==> config.mk <==
export PLATFORM = sky130hd
export DESIGN_NAME = clrld_watchdog
export DESIGN_NICKNAME = d
export VERILOG_FILES = /design/src/rtl/wdog_pkg.sv /design/src/rtl/wdog_regfile.sv /design/src/rtl/wdog_counter.sv /design/src/rtl/clrld_watchdog.sv
export SDC_FILE = /design/constraint.sdc
export NUM_CORES = 1
export LEC_CHECK = 0
export ABC_CLOCK_PERIOD_IN_PS = 3200
export CORE_ASPECT_RATIO = 0.9
export CORE_MARGIN = 2
export CORE_UTILIZATION = 36
export DETAILED_ROUTE_END_ITERATION = 10
export GPL_ROUTABILITY_DRIVEN = 0
export GPL_TIMING_DRIVEN = 1
export PLACE_DENSITY = 0.65
export SYNTH_ARGS = -nofsm -noshare
export SYNTH_HDL_FRONTEND = slang
export SYNTH_SLANG_ARGS = --single-unit
==> constraint.sdc <==
create_clock -name clk -period 3.2 [get_ports clk]
set_clock_uncertainty 0.15 [all_clocks]
set_input_delay 0.48 -clock clk [delete_from_list [all_inputs] [get_ports clk]]
set_output_delay 0.48 -clock clk [all_outputs]
set_load 0.02 [all_outputs]
==> src/rtl/wdog_pkg.sv <==
package wdog_pkg;

    parameter int unsigned BUS_W  = 32;
    parameter int unsigned ADDR_W = 12;

    localparam logic [ADDR_W-1:0] OFS_RELOAD = 12'h000;
    localparam logic [ADDR_W-1:0] OFS_COUNT  = 12'h004;
    localparam logic [ADDR_W-1:0] OFS_CTRL   = 12'h008;
    localparam logic [ADDR_W-1:0] OFS_CLEAR  = 12'h00C;
    localparam logic [ADDR_W-1:0] OFS_RAW    = 12'h010;
    localparam logic [ADDR_W-1:0] OFS_MASKED = 12'h014;
    localparam logic [ADDR_W-1:0] OFS_GUARD  = 12'hC00;

    localparam logic [BUS_W-1:0] OPEN_KEY = 32'h1ACC_E551;

    typedef struct packed {
        logic rst_en;
        logic run;
    } ctrl_t;

    typedef enum logic [2:0] {
        SEL_NONE,
        SEL_RELOAD,
        SEL_COUNT,
        SEL_CTRL,
        SEL_CLEAR,
        SEL_RAW,
        SEL_MASKED,
        SEL_GUARD
    } reg_sel_e;

    function automatic reg_sel_e decode_ofs(input logic [ADDR_W-1:0] a);
        case (a)
            OFS_RELOAD: return SEL_RELOAD;
            OFS_COUNT:  return SEL_COUNT;
            OFS_CTRL:   return SEL_CTRL;
            OFS_CLEAR:  return SEL_CLEAR;
            OFS_RAW:    return SEL_RAW;
            OFS_MASKED: return SEL_MASKED;
            OFS_GUARD:  return SEL_GUARD;
            default:    return SEL_NONE;
        endcase
    endfunction

endpackage

==> src/rtl/wdog_regfile.sv <==
module wdog_regfile
    import wdog_pkg::*;
#(
    parameter int unsigned CNT_W = 32
) (
    input  logic                clk,
    input  logic                rst,
    input  logic                psel,
    input  logic                penable,
    input  logic                pwrite,
    input  logic [ADDR_W-1:0]   paddr,
    input  logic [BUS_W-1:0]    pwdata,
    output logic [BUS_W-1:0]    prdata,
    input  logic [CNT_W-1:0]    cnt_i,
    input  logic                raw_i,
    output ctrl_t               ctrl_o,
    output logic [CNT_W-1:0]    reload_o,
    output logic                locked_o,
    output logic                reload_wr_o,
    output logic                clear_wr_o
);

    reg_sel_e         sel;
    logic             wr_acc;
    logic             wr_open;
    ctrl_t            ctrl_q;
    logic [CNT_W-1:0] reload_q;
    logic             locked_q;

    function automatic logic [BUS_W-1:0] widen(input logic [CNT_W-1:0] v);
        logic [BUS_W-1:0] r;
        r = '0;
        r[CNT_W-1:0] = v;
        return r;
    endfunction

    assign sel     = decode_ofs(paddr);
    assign wr_acc  = psel & penable & pwrite;
    assign wr_open = wr_acc & ~locked_q;

    assign reload_wr_o = wr_open && (sel == SEL_RELOAD);
    assign clear_wr_o  = wr_open && (sel == SEL_CLEAR);

    always_ff @(posedge clk) begin
        if (rst) begin
            reload_q <= '1;
            ctrl_q   <= '0;
            locked_q <= 1'b0;
        end else begin
            if (reload_wr_o) begin
                reload_q <= pwdata[CNT_W-1:0];
            end
            if (wr_open && (sel == SEL_CTRL)) begin
                ctrl_q <= ctrl_t'(pwdata[1:0]);
            end
            if (wr_acc && (sel == SEL_GUARD)) begin
                locked_q <= (pwdata != OPEN_KEY);
            end
        end
    end

    always_comb begin
        prdata = '0;
        case (sel)
            SEL_RELOAD: prdata = widen(reload_q);
            SEL_COUNT:  prdata = widen(cnt_i);
            SEL_CTRL:   prdata[1:0] = ctrl_q;
            SEL_RAW:    prdata[0] = raw_i;
            SEL_MASKED: prdata[0] = raw_i & ctrl_q.run;
            SEL_GUARD:  prdata[0] = locked_q;
            default:    prdata = '0;
        endcase
    end

    assign ctrl_o   = ctrl_q;
    assign reload_o = reload_q;
    assign locked_o = locked_q;

endmodule

==> src/rtl/wdog_counter.sv <==
module wdog_counter #(
    parameter int unsigned CNT_W = 32
) (
    input  logic             clk,
    input  logic             rst,
    input  logic             tick_i,
    input  logic             run_i,
    input  logic             rst_en_i,
    input  logic [CNT_W-1:0] reload_i,
    input  logic             reload_wr_i,
    input  logic [CNT_W-1:0] wr_val_i,
    input  logic             clear_i,
    output logic [CNT_W-1:0] cnt_o,
    output logic             raw_o,
    output logic             rst_req_o
);

    localparam logic [CNT_W-1:0] ONE = CNT_W'(1);

    logic [CNT_W-1:0] cnt_q;
    logic             raw_q;
    logic             req_q;
    logic             step;
    logic             at_zero;
    logic             expiring;

    assign step     = run_i & tick_i;
    assign at_zero  = (cnt_q == '0);
    assign expiring = (cnt_q == ONE);

    always_ff @(posedge clk) begin
        if (rst) begin
            cnt_q <= '1;
            raw_q <= 1'b0;
            req_q <= 1'b0;
        end else if (reload_wr_i) begin
            cnt_q <= wr_val_i;
        end else if (clear_i) begin
            cnt_q <= reload_i;
            raw_q <= 1'b0;
        end else if (step) begin
            if (at_zero) begin
                cnt_q <= reload_i;
            end else begin
                cnt_q <= cnt_q - ONE;
                if (expiring) begin
                    raw_q <= 1'b1;
                    if (raw_q && rst_en_i) begin
                        req_q <= 1'b1;
                    end
                end
            end
        end
    end

    assign cnt_o     = cnt_q;
    assign raw_o     = raw_q;
    assign rst_req_o = req_q;

endmodule

==> src/rtl/clrld_watchdog.sv <==
module clrld_watchdog
    import wdog_pkg::*;
#(
    parameter int unsigned CNT_W = 32
) (
    input  logic              clk,
    input  logic              rst,
    input  logic              psel,
    input  logic              penable,
    input  logic              pwrite,
    input  logic [ADDR_W-1:0] paddr,
    input  logic [BUS_W-1:0]  pwdata,
    output logic [BUS_W-1:0]  prdata,
    input  logic              tick_i,
    output logic              irq_o,
    output logic              rst_req_o
);

    ctrl_t            ctrl;
    logic [CNT_W-1:0] reload_val;
    logic [CNT_W-1:0] cnt;
    logic             raw;
    logic             locked;
    logic             reload_wr;
    logic             clear_wr;

    wdog_regfile #(.CNT_W(CNT_W)) u_regs (
        .clk         (clk),
        .rst         (rst),
        .psel        (psel),
        .penable     (penable),
        .pwrite      (pwrite),
        .paddr       (paddr),
        .pwdata      (pwdata),
        .prdata      (prdata),
        .cnt_i       (cnt),
        .raw_i       (raw),
        .ctrl_o      (ctrl),
        .reload_o    (reload_val),
        .locked_o    (locked),
        .reload_wr_o (reload_wr),
        .clear_wr_o  (clear_wr)
    );

    wdog_counter #(.CNT_W(CNT_W)) u_cnt (
        .clk         (clk),
        .rst         (rst),
        .tick_i      (tick_i),
        .run_i       (ctrl.run),
        .rst_en_i    (ctrl.rst_en),
        .reload_i    (reload_val),
        .reload_wr_i (reload_wr),
        .wr_val_i    (pwdata[CNT_W-1:0]),
        .clear_i     (clear_wr),
        .cnt_o       (cnt),
        .raw_o       (raw),
        .rst_req_o   (rst_req_o)
    );

    assign irq_o = raw & ctrl.run;

endmodule

## Word level (Yosys, flattened, before mapping)

Index checks and enable logic that the tools add are counted.

- Flip-flop bits (word level): 69
- Output and inout port bits: 34
- Logic and storage cells: 57
- Input port bits: 50

- Muxes and demuxes: 12
- Eq/ne operators: 16
- Add/sub/neg operators: 1
- Reduce and logical (&&, ||, !) cells: 12
- Bitwise logic cells: 9

Operator list:

| operator | number |
|---|---|
| $mux 32 | 4 |
| $pmux 30 s2 | 1 |
| $eq 32x1->1 const B | 1 |
| $logic_not 32->1 | 1 |
| $ne 32x29->1 const B | 1 |
| $sub 32x1->32 const B | 1 |
| $eq 12x4->1 const B | 2 |
| $eq 12x5->1 const B | 2 |
| $pmux 3 s7 | 1 |
| $eq 12x12->1 const B | 1 |
| $eq 12x3->1 const B | 1 |
| $eq 3x3->1 const B | 4 |
| $logic_not 12->1 | 1 |
| $eq 3x2->1 const B | 2 |
| $pmux 1 s6 | 1 |
| $reduce_and 6->1 | 1 |
| $and 1x1->1 | 5 |
| $logic_and 1x1->1 | 5 |
| $mux 1 | 4 |
| $not 1->1 | 4 |
| $reduce_and 4->1 | 1 |
| $reduce_bool 2->1 | 2 |
| $eq 3x1->1 const B | 1 |
| $pmux 1 s3 | 1 |
| 2 further kinds | 2 |

## Longest topological paths before layout

Gate-level depths: netlist of run 1.

- Depth in word-level cells: 6
- Gate-level depth with buffers: 9
- Gate-level depth less buffers: 8

## Cells and area by module

From an unflattened synthesis of run 1, not the netlist that was laid out.

- Cells, all modules: 521
- Area, all modules: 4,357.9 um^2

Modules (own cells, without submodules):

| module | sequential area each (um^2) | instances | area an instance (um^2) | cells each |
|---|---|---|---|---|
| wdog_counter | 680.7 | 1 | 2,426.1 | 318 |
| wdog_regfile | 700.7 | 1 | 1,925.6 | 202 |
| clrld_watchdog | 0.0 | 1 | 6.3 | 1 |

## Worst setup path after synthesis of run 1

Ideal clock, no wire load.

- Kind: input to output
- Start: input port paddr[7]
- End: output port prdata[1]
- Setup slack: -84 ps
- Arrival time: 2,654 ps
- Path buffers: 2
- Required time: 2,570 ps
- Cell stages on the path: 8
- Cell sequence: or4_4 -> or4_1 -> buf_2 -> or2_2 -> nor4b_4 -> buf_2 -> a22oi_1 -> nand2_1

- Longest elaborated chain between the ends: 4
- Elaborated cells between the ends (all ways): 12
- Classes of those cells: eq/ne: 9; mux: 2; reduce/logical: 1

Ends and longest elaborated chain:

| element | RTL line | RTL |
|---|---|---|
| from (decl) | clrld_watchdog.sv:11 | `input logic [ADDR_W-1:0] paddr,` |
| $eq 12x12->1, or another cell as far along | wdog_pkg.sv:33 | `case (a)` |
| $pmux 3 s7 * | wdog_pkg.sv:33 |  |
| $eq 3x2->1 or $eq 3x1->1 (tied branches) | wdog_regfile.sv:64 | `case (sel)` |
| $pmux 1 s3 * | wdog_regfile.sv:64 |  |
| to (decl) | clrld_watchdog.sv:13 | `output logic [BUS_W-1:0] prdata,` |

Mark *: on every way between the ends. The rest lies on a longest branch, timed or not.

## Worst setup path in the final report of run 1

- Start: input port paddr[8]
- End: output port prdata[19]

- Longest elaborated chain between the ends: 4
- Elaborated cells between the ends (all ways): 11
- Classes of those cells: eq/ne: 8; mux: 2; reduce/logical: 1

Ends and longest elaborated chain:

| element | RTL line |
|---|---|
| $eq 12x12->1, or another cell as far along | wdog_pkg.sv:33 |
| $pmux 3 s7 * | wdog_pkg.sv:33 |
| $eq 3x2->1 or $eq 3x1->1 (tied branches) | wdog_regfile.sv:64 |
| $pmux 30 s2 * | wdog_regfile.sv:64 |

Marks and branches as above.

==> results.sh, run 1 <==
export IMPL_status="finished with violations"
export IMPL_row_count=37
export IMPL_clock_fmax_mhz=296
export IMPL_drt_wl_total_um=15900
export IMPL_hold_viol=0
export IMPL_postRouteAntennaNets=0
export IMPL_yosys_warnings=0
export IMPL_cts_clk_slew_worst_paths_ns=0.05
export IMPL_synth_cell_types=63
export IMPL_clock_root_buffer="clkbuf_16"
export IMPL_async_flop_share=0
export IMPL_wl_per_cell_um=19.4
export IMPL_first_iter_violations=488
export IMPL_grt_first_pass_wirelength_um=25300
export IMPL_drc=0
export IMPL_dr_pass1_iters=5
export IMPL_ys_seq_area_frac=0.325
export IMPL_end_kind="output pin"
export IMPL_antennaDiodeCount=0
export IMPL_arrival_ns=2.75
export IMPL_post_route_period_util=1.06
export IMPL_synthTopCellsByArea="dfxtp_1, nand2_1, a22o_1"
export IMPL_io_buffers=83
export IMPL_area_growth_pct=42.3
export IMPL_synthFlopType="dfxtp_1"
export IMPL_dp_hpwl_um=11000
export IMPL_cts_sinks=69
export IMPL_regToRegStartpoint="u_cnt.cnt_o[2]"
export IMPL_clk_latency_ns=0.34
export IMPL_crit_required_ns=2.57
export IMPL_hold_class="flip-flop to flip-flop"
export IMPL_cap_viol_max_count=0
export IMPL_startpoint="paddr[8]"
export IMPL_synth_edf_count=0
export IMPL_worstPathMaxFanout=5
export IMPL_initial_core_util=0.371
export IMPL_regArea_um2=1380
export IMPL_rsz0062_at_grt="yes"
export IMPL_syn_num_nets=600
export IMPL_cts_hold_buf=0
export IMPL_route_vias_total=4915
export IMPL_worstHoldPathCells=2
export IMPL_pin_count=84
export IMPL_n_fill_cell=1092
export IMPL_worst_pin_slew_ns=1.09
export IMPL_p_leak_nw=2.52
export IMPL_cts_inserted_buffers=9
export IMPL_slew_viol_final=0
export IMPL_grt_usage=0.250
export IMPL_grt_pass1_vias=4862
export IMPL_dp_slack_ns=-0.954
export IMPL_min_delay_start="u_regs.reload_o[3]"
export IMPL_die_width_um=119
export IMPL_yosysTopAreaCell="dfxtp_1"
export IMPL_die_h_um=107
export IMPL_die_area_um2=12700
export IMPL_fp_coreArea_um2=11500
export IMPL_multi_input_area_um2=2710
export IMPL_ys_ff_latch=69
export IMPL_clk_path_buf_depth=2
export IMPL_power_mw=1.99
export IMPL_fin_ws_ns=-0.178
export IMPL_powerDensity_nw_per_um2=329
export IMPL_crit_type="primary input to output pin"
export IMPL_ff2ff_path_depth=7
export IMPL_htreeDepth=3
export IMPL_synth_area_per_cell_um2=7.78
export IMPL_drive_gt1_frac=0.190
export IMPL_fin_hold_ws_ns=0.310
export IMPL_grt_max_degree=55
export IMPL_antenna_found_initial=0
export IMPL_via_per_inst=5.99
export IMPL_max_vdd_ir_drop_mv=0.227
export IMPL_syn_inst=547
export IMPL_relSlewSlack=0.275
export IMPL_final_cells=820
export IMPL_cts_tree="done"
export IMPL_layout_min_cycle_time_ns=3.38
export IMPL_gr_total_overflow=0
export IMPL_layout_nets=712
export IMPL_syn_area_um2=4260
export IMPL_synth_top_area_share=0.325
export IMPL_cp_start_kind="primary input"
export IMPL_final_util=0.528
export IMPL_violations="negative setup slack"
export IMPL_dp_cells=798
export IMPL_final_setup_viol_count=32
[registers in the layout, indices dropped and copies added (netlist names)]
| signal | count |
|---|---|
| u_cnt.cnt_o | 32 |
| u_cnt.raw_o | 1 |
| u_cnt.rst_req_o | 1 |
| u_regs.reload_o | 32 |
| u_regs.ctrl_o | 2 |
| u_regs.locked_o | 1 |
[Yosys cell counts, types with 4 or more instances]
cell and instances:
o21ai_0 5, or4_1 11, buf_2 9, inv_1 12
a22o_1 30, and4_1 4, nor2_1 30, nand3_1 12
a211oi_1 6, o221ai_1 10, xnor2_1 19, a31oi_1 12
clkbuf_1 33, nand4_1 4, nand3b_1 7, mux2i_1 10
o211ai_1 12, nor4bb_1 4, nor3_1 28, and2_1 4
o31ai_1 4, nor4_1 17, dfxtp_1 69, and3_1 5
nand2_1 86, a21oi_1 45
[where the power goes]
| group | internal [mW] | total, mW | switching (mW) | leakage [nW] |
|---|---|---|---|---|
| sequential | 0.861 | 0.863 | 0.00185 | 0.559 |
| clock | 0.626 | 0.989 | 0.362 | 0.138 |
| combinational | 0.0794 | 0.143 | 0.0632 | 1.82 |
[logic make-up (layout without fill, tap and decap cells)]
logic type	count (synthesis)	after routing	share of synthesized area
AOI/OAI and AO/OA	150	150	0.252
and+or+nand+nor	238	238	0.296
xor gates and xnor gates	21	21	0.0432
muxes	10	10	0.0235
adders and majority gates	3	3	0.00882
DFF	69	69	0.325
buffers and inverters	56	173	0.0520
[metrics by stage]
step | TNS, ns | instance area (µm²)
2_1_floorplan | -1.81 | 4300
3_3_place_gp | -29.53 | 5620
3_5_place_dp | -30.60 | 5620
4_1_cts | -4.67 | 6030
5_1_grt | -4.35 | 6060
6_report | -3.26 | 6060
[critical path, stage by stage]
cell     delay (ns)
buf_6          0.09
or4_4          0.53
or4_4          0.43
or2_4          0.28
nor4b_4        0.26
buf_6          0.16
buf_12         0.12
buf_16         0.13
a22o_1         0.15
buf_6          0.12
[worst paths after layout]
check | endpoint | slack (ns)
worst max-delay path | prdata[19] | -0.18
worst min register to register | u_regs.reload_o[3] | 0.31
worst min-delay path | u_regs.reload_o[3] | 0.31
worst max register to register | u_cnt.cnt_o[15] | 0.25
[cells in the final DEF, fill, tap and decap left out, types with 4 or more instances in the layout]
cell	n
nand3_1	12
a31oi_1	12
o31ai_1	4
o211ai_1	12
nand4_1	4
buf_12	5
buf_6	35
and4_1	4
nor2_1	30
and2_1	4
mux2i_1	10
nor4bb_1	4
o21ai_0	5
nor4_1	16
a21oi_1	45
nor3_1	27
nand3b_1	7
o221ai_1	10
buf_4	53
a22o_1	26
a211oi_1	6
or4_1	10
clkdlybuf4s50_1	46
xnor2_1	19
nand2_1	86
clkbuf_16	9
dfxtp_1	69
inv_1	12
clkbuf_1	5
a22o_4	4
and3_1	5
[per-layer routing]
metal  share of wire  up-vias  GRT usage
li1                -     2284          -
met1            0.42     2326      0.314
met2            0.46      260      0.413
met3           0.097       45     0.0649
met4           0.027        0     0.0918
met5               0        -          0
[cell type report]
class                      count  share of cell area
multi-input combinational    422               0.447
tap                          156              0.0322
clock buffer                  15              0.0426
clock inverter                 1             0.00496
inverter                      12             0.00744
timing repair buffer         145               0.238
sequential                    69               0.228
[timing repair]
action	4_1_cts	5_1_grt
cloned	2	0
pin swaps	11	13
buffers inserted	4	1
resized for setup	206	8
endpoints found under the setup margin	32	32
Power figures use the tool's default switching activity.
==> run 2, diff against run 1 <==
--- a/config.mk
+++ b/config.mk
@@ -5,14 +5,14 @@
 export SDC_FILE = /design/constraint.sdc
 export NUM_CORES = 1
 export LEC_CHECK = 0
-export ABC_CLOCK_PERIOD_IN_PS = 3200
+export ABC_CLOCK_PERIOD_IN_PS = 3600
 export CORE_ASPECT_RATIO = 0.9
 export CORE_MARGIN = 2
 export CORE_UTILIZATION = 36
 export DETAILED_ROUTE_END_ITERATION = 10
 export GPL_ROUTABILITY_DRIVEN = 0
 export GPL_TIMING_DRIVEN = 1
-export PLACE_DENSITY = 0.65
+export PLACE_DENSITY = 0.63
 export SYNTH_ARGS = -nofsm -noshare
 export SYNTH_HDL_FRONTEND = slang
 export SYNTH_SLANG_ARGS = --single-unit
==> constraint.sdc (replaced) <==
create_clock -name clk -period 3.6 [get_ports clk]
set_clock_uncertainty 0.15 [all_clocks]
set_input_delay 0.54 -clock clk [delete_from_list [all_inputs] [get_ports clk]]
set_output_delay 0.54 -clock clk [all_outputs]
set_load 0.02 [all_outputs]
==> run 2 against run 1 <==
Net effect:
- the flow now finishes without violations
- core utilization down 1.9 points
- total power down 14%
- design area down 3.7%
- combinational power down 13%
- critical path depth unchanged
- first-iteration DRC count down 7.6%
- non-clock buffer count down 9
- sequential power down 11%
- register-to-register slack better by 0.31 ns
- wire length up 0.28%
- via count down 0.98%
- critical path type unchanged
==> results.sh, run 2 (synthesized netlist as in run 1, its figures left out) <==
export IMPL_drive_gt1_frac=0.179
export IMPL_status="finished, final reports clean"
export IMPL_gr_total_overflow=0
export IMPL_arrival_ns=2.76
export IMPL_drc=0
export IMPL_crit_type="primary input to output pin"
export IMPL_clk_latency_ns=0.34
export IMPL_dp_hpwl_um=11200
export IMPL_die_h_um=107
export IMPL_cap_viol_max_count=0
export IMPL_hold_class="flip-flop to flip-flop"
export IMPL_hold_viol=0
export IMPL_slew_viol_final=0
export IMPL_antenna_found_initial=0
export IMPL_crit_chain="buf_6 -> or4_4 -> or4_4 -> or2_4 -> nor4b_4 -> buf_4 -> buf_6 -> buf_8 -> a22o_1 -> buf_6"
export IMPL_postRouteAntennaNets=0
export IMPL_cp_start_kind="primary input"
export IMPL_clock_root_buffer="clkbuf_16"
export IMPL_grt_first_pass_wirelength_um=25400
export IMPL_tns_ns=0
export IMPL_wl_per_cell_um=19.7
export IMPL_p_leak_nw=2.44
export IMPL_layout_nets=703
export IMPL_row_count=37
export IMPL_cts_clk_slew_worst_paths_ns=0.05
export IMPL_initial_core_util=0.371
export IMPL_io_buffers=83
export IMPL_first_iter_violations=451
export IMPL_layout_min_cycle_time_ns=3.45
export IMPL_die_area_um2=12700
export IMPL_crit_required_ns=2.91
export IMPL_via_per_inst=6.00
export IMPL_fp_coreArea_um2=11500
export IMPL_final_cell_mix="nand2_1, dfxtp_1, buf_4"
export IMPL_grt_max_degree=55
export IMPL_grt_pass1_vias=4694
export IMPL_cts_hold_buf=0
export IMPL_route_vias_total=4867
export IMPL_clk_path_buf_depth=2
export IMPL_dr_pass1_iters=5
export IMPL_die_width_um=119
export IMPL_worst_pin_slew_ns=1.08
export IMPL_antennaDiodeCount=0
export IMPL_crit_path_top_delay_cell="or4_4"
export IMPL_cts_tree="done"
export IMPL_final_util=0.508
export IMPL_dp_slack_ns=-0.681
export IMPL_critPathMaxStageDelay_ns=0.52
export IMPL_cts_sinks=69
export IMPL_crit_top_cell="buf_6"
export IMPL_pin_count=84
export IMPL_relSlewSlack=0.281
export IMPL_worstPathMaxFanout=6
export IMPL_powerDensity_nw_per_um2=295
export IMPL_final_common_cell="nand2_1"
export IMPL_drt_wl_total_um=15900
export IMPL_end_kind="output pin"
export IMPL_clock_fmax_mhz=290
export IMPL_fin_ws_ns=0.146
export IMPL_grt_usage=0.254
export IMPL_post_route_period_util=0.959
export IMPL_htreeDepth=3
export IMPL_area_growth_pct=37.1
export IMPL_cts_inserted_buffers=9
export IMPL_final_setup_viol_count=0
export IMPL_rsz0062_at_grt="no"
export IMPL_max_vdd_ir_drop_mv=0.174
run 2: cell count changes in the layout (fill, tap and decap cells not counted), sizes merged:
cell	delta
buf	-10
clkbuf	-3
clkinv	+3
bufinv	-1
clkdlybuf4s15	+1
clkinvlp	+1
run 2: through the flow:
stage,cells,instance area [µm²],total power [mW],hold WS [ns]
6_report,811,5840,1.72,0.308
5_1_grt,811,5840,1.78,0.322
4_1_cts,811,5840,1.73,0.309
3_5_place_dp,787,5500,0.907,0.301
3_3_place_gp,787,5500,0.906,0.297
2_1_floorplan,547,4260,0.820,0.281
run 2: worst paths after layout:
kind	to	cells after the start	startpoint	slack, ns
max reg2reg	u_cnt.cnt_o[26]	8	u_cnt.cnt_o[0]	0.56
min	u_regs.reload_o[18]	2	u_regs.reload_o[18]	0.31
max	prdata[20]	10	paddr[8]	0.15
min reg2reg	u_regs.reload_o[18]	2	u_regs.reload_o[18]	0.31
run 2: final cells by class:
class,instances,area (µm²)
flip-flops and latches,69,1380
fillers,1154,5650
repair buffers,136,1260
well taps,156,195
inverters,12,45.0
multi-input cells,422,2670
clock buffers,12,256
clock inverters,4,22.5
run 2: layer usage:
metal | GRT usage | share of wire | vias up
met1 | 0.327 | 0.42 | 2304
li1 | - | - | 2265
met3 | 0.0580 | 0.095 | 30
met5 | 0 | 0 | -
met2 | 0.423 | 0.46 | 268
met4 | 0.0791 | 0.023 | 0
run 2: power breakdown:
part           switching (mW)  total (mW)  leakage (nW)  internal, mW
logic                  0.0555       0.125          1.74        0.0697
clock network           0.332       0.832         0.138         0.500
registers             0.00168       0.767         0.559         0.765
total                   0.389        1.72          2.44          1.33
run 2: repair_timing:
item,CTS,global route
setup endpoints to repair,32,32
resized for setup,175,0
buffers inserted,5,0
gates cloned,3,0
pin swaps,7,3
run 2: worst max-delay path, delay by kind of cell:
family	cells	cell delay [ns]
and+or+nand+nor	4	1.42
AOI/OAI and AO/OA	1	0.15
buffers and inverters	5	0.64
==> run 3, diff against run 2 <==
--- a/config.mk
+++ b/config.mk
@@ -5,14 +5,16 @@
 export SDC_FILE = /design/constraint.sdc
 export NUM_CORES = 1
 export LEC_CHECK = 0
+export ABC_AREA = 1
 export ABC_CLOCK_PERIOD_IN_PS = 3600
 export CORE_ASPECT_RATIO = 0.9
-export CORE_MARGIN = 2
+export CORE_MARGIN = 4
 export CORE_UTILIZATION = 36
 export DETAILED_ROUTE_END_ITERATION = 10
 export GPL_ROUTABILITY_DRIVEN = 0
 export GPL_TIMING_DRIVEN = 1
-export PLACE_DENSITY = 0.63
+export PLACE_DENSITY = 0.61
+export SKIP_CTS_REPAIR_TIMING = 1
 export SYNTH_ARGS = -nofsm -noshare
 export SYNTH_HDL_FRONTEND = slang
 export SYNTH_SLANG_ARGS = --single-unit
==> run 3 against run 2 <==
Net effect:
- via count is 20% higher
- fmax up 7.4%
- design area grew 15%
- core utilization is 3.4 points lower
- total power up 5.3%
- critical path depth did not move
- die area rose by 31%
- register-to-register slack improved by 0.61 ns
==> results.sh, run 3 <==
export IMPL_dp_hpwl_um=12900
export IMPL_hold_class="flip-flop to flip-flop"
export IMPL_die_width_um=135
export IMPL_end_kind="output pin"
export IMPL_wl_per_cell_um=15.0
export IMPL_syn_area_um2=5260
export IMPL_postRouteAntennaNets=0
export IMPL_grt_max_degree=33
export IMPL_crit_type="primary input to output pin"
export IMPL_hold_viol=0
export IMPL_cts_tree="done"
export IMPL_max_vdd_ir_drop_mv=0.210
export IMPL_yosysTopAreaCell="dfxtp_1"
export IMPL_die_area_um2=16600
export IMPL_layout_min_cycle_time_ns=3.21
export IMPL_drt_wl_total_um=17300
export IMPL_row_count=41
export IMPL_final_util=0.474
export IMPL_synth_edf_count=0
export IMPL_final_common_cell="nand2_1"
export IMPL_synth_cell_types=36
export IMPL_drive_gt1_frac=0.117
export IMPL_r2r_end="u_cnt.cnt_o[15]"
export IMPL_worst_pin_slew_ns=0.626
export IMPL_relSlewSlack=0.582
export IMPL_pin_count=84
export IMPL_ff2ff_path_depth=16
export IMPL_slew_viol_final=0
export IMPL_cts_clk_slew_worst_paths_ns=0.06
export IMPL_worstPathMaxFanout=5
export IMPL_initial_core_util=0.372
export IMPL_synthFlopType="dfxtp_1"
export IMPL_route_vias_total=5838
export IMPL_dr_pass1_iters=5
export IMPL_synth_area_per_cell_um2=5.99
export IMPL_power_mw=1.82
export IMPL_area_growth_pct=27.6
export IMPL_synth_top_area_share=0.262
export IMPL_ys_seq_area_frac=0.262
export IMPL_synth_top_cells_by_count="nand2_1, nand3_1, nor2_1, inv_1, dfxtp_1"
export IMPL_grt_usage=0.210
export IMPL_final_setup_viol_count=0
export IMPL_crit_required_ns=2.91
export IMPL_syn_inst=878
export IMPL_cts_sinks=69
export IMPL_yosys_warnings=0
export IMPL_tns_ns=0
export IMPL_regToRegStartpoint="u_cnt.cnt_o[0]"
export IMPL_hold_path_endpoint="u_cnt.rst_req_o"
export IMPL_clock_root_buffer="clkbuf_16"
export IMPL_p_leak_nw=3.63
export IMPL_antenna_found_initial=0
export IMPL_clk_path_buf_depth=2
export IMPL_min_delay_start="u_cnt.rst_req_o"
export IMPL_final_cell_mix="nand2_1, nor2_1, nand3_1"
export IMPL_clock_fmax_mhz=311
export IMPL_cts_inserted_buffers=9
export IMPL_drc=0
export IMPL_async_flop_share=0
export IMPL_grt_first_pass_wirelength_um=27800
export IMPL_ys_ff_latch=69
export IMPL_io_buffers=83
export IMPL_layout_nets=1012
export IMPL_reg2reg_setup_slack_ns=1.17
export IMPL_synth_most_common_cell="nand2_1"
export IMPL_fp_coreArea_um2=14200
export IMPL_synthTopCellsByArea="dfxtp_1, nand2_1, nand3_1"
export IMPL_via_per_inst=5.05
export IMPL_status="finished, final reports clean"
export IMPL_gr_total_overflow=0
export IMPL_syn_num_nets=931
export IMPL_n_fill_cell=1534
export IMPL_first_iter_violations=451
export IMPL_htreeDepth=3
export IMPL_powerDensity_nw_per_um2=270
export IMPL_cp_start_kind="primary input"
export IMPL_die_h_um=123
export IMPL_clk_latency_ns=0.35
export IMPL_rsz0062_at_grt="no"
export IMPL_grt_pass1_vias=5248
export IMPL_arrival_ns=2.52
export IMPL_post_route_period_util=0.893
export IMPL_antennaDiodeCount=0
export IMPL_worstHoldPathCells=2
export IMPL_cap_viol_max_count=0
[run 3: logic make-up (layout without fill, tap and decap cells)]
group,count (synthesis),after routing,synth area share
AND/OR/NAND/NOR,559,559,0.459
buffers and inverters,125,211,0.107
AO/OA/AOI/OAI,110,110,0.144
flip-flops,69,69,0.262
XOR/XNOR,12,12,0.0200
adder cells (fa/ha/maj),3,3,0.00713
[run 3: worst max path at each step]
stage               startpoint    endpoint  slack (ns)  depth (start not counted)
floorplan             paddr[5]  prdata[14]        1.06                          8
global placement      paddr[5]  prdata[16]        0.02                         10
detailed placement    paddr[1]  prdata[15]        0.02                         10
CTS                   paddr[1]  prdata[15]        0.02                         10
global route          paddr[1]   prdata[0]        0.24                         10
finish                paddr[1]   prdata[0]        0.39                         10
[run 3: final cells by class]
cell class | instances | area (µm²) | share of cell area
clock buffers | 13 | 270 | 0.0403
clock inverters | 3 | 42.5 | 0.00634
inverters | 88 | 330 | 0.0492
multi-input cells | 684 | 3320 | 0.495
flip-flops and latches | 69 | 1380 | 0.206
well taps | 193 | 241 | 0.0360
repair buffers | 107 | 1120 | 0.167
[run 3: layer usage]
metal  global-route usage  share of wire
met5                    0              0
met4               0.0353         0.0053
met3               0.0410          0.067
met2                0.322           0.43
met1                0.311           0.50
[run 3: critical path, cell delays in order]
cell and delay, ns:
clkdlybuf4s50_1 0.44, nor2_4 0.17, inv_2 0.06, nor2_2 0.14
buf_4 0.14, nand3_1 0.06, o21ai_0 0.18, a211oi_1 0.06
o221ai_1 0.08, clkdlybuf4s50_1 0.64
[run 3: report_power, final]
part	switching (mW)	internal, mW	leakage, nW	total [mW]
sequential	0.0000699	0.764	0.558	0.764
combinational	0.0475	0.0589	2.92	0.106
clock	0.353	0.592	0.152	0.945
total	0.400	1.41	3.63	1.82
[run 3: stage by stage]
stage                     instance area (µm²)  std cells  worst slack (ns)  hold WS, ns
after floorplan                          5260        878              1.06        0.295
after global placement                   6320       1141            0.0231        0.294
after detailed placement                 6320       1141            0.0234        0.297
after CTS                                6630       1157            0.0169        0.306
after global routing                     6710       1157             0.238        0.322
final                                    6710       1157             0.385        0.303
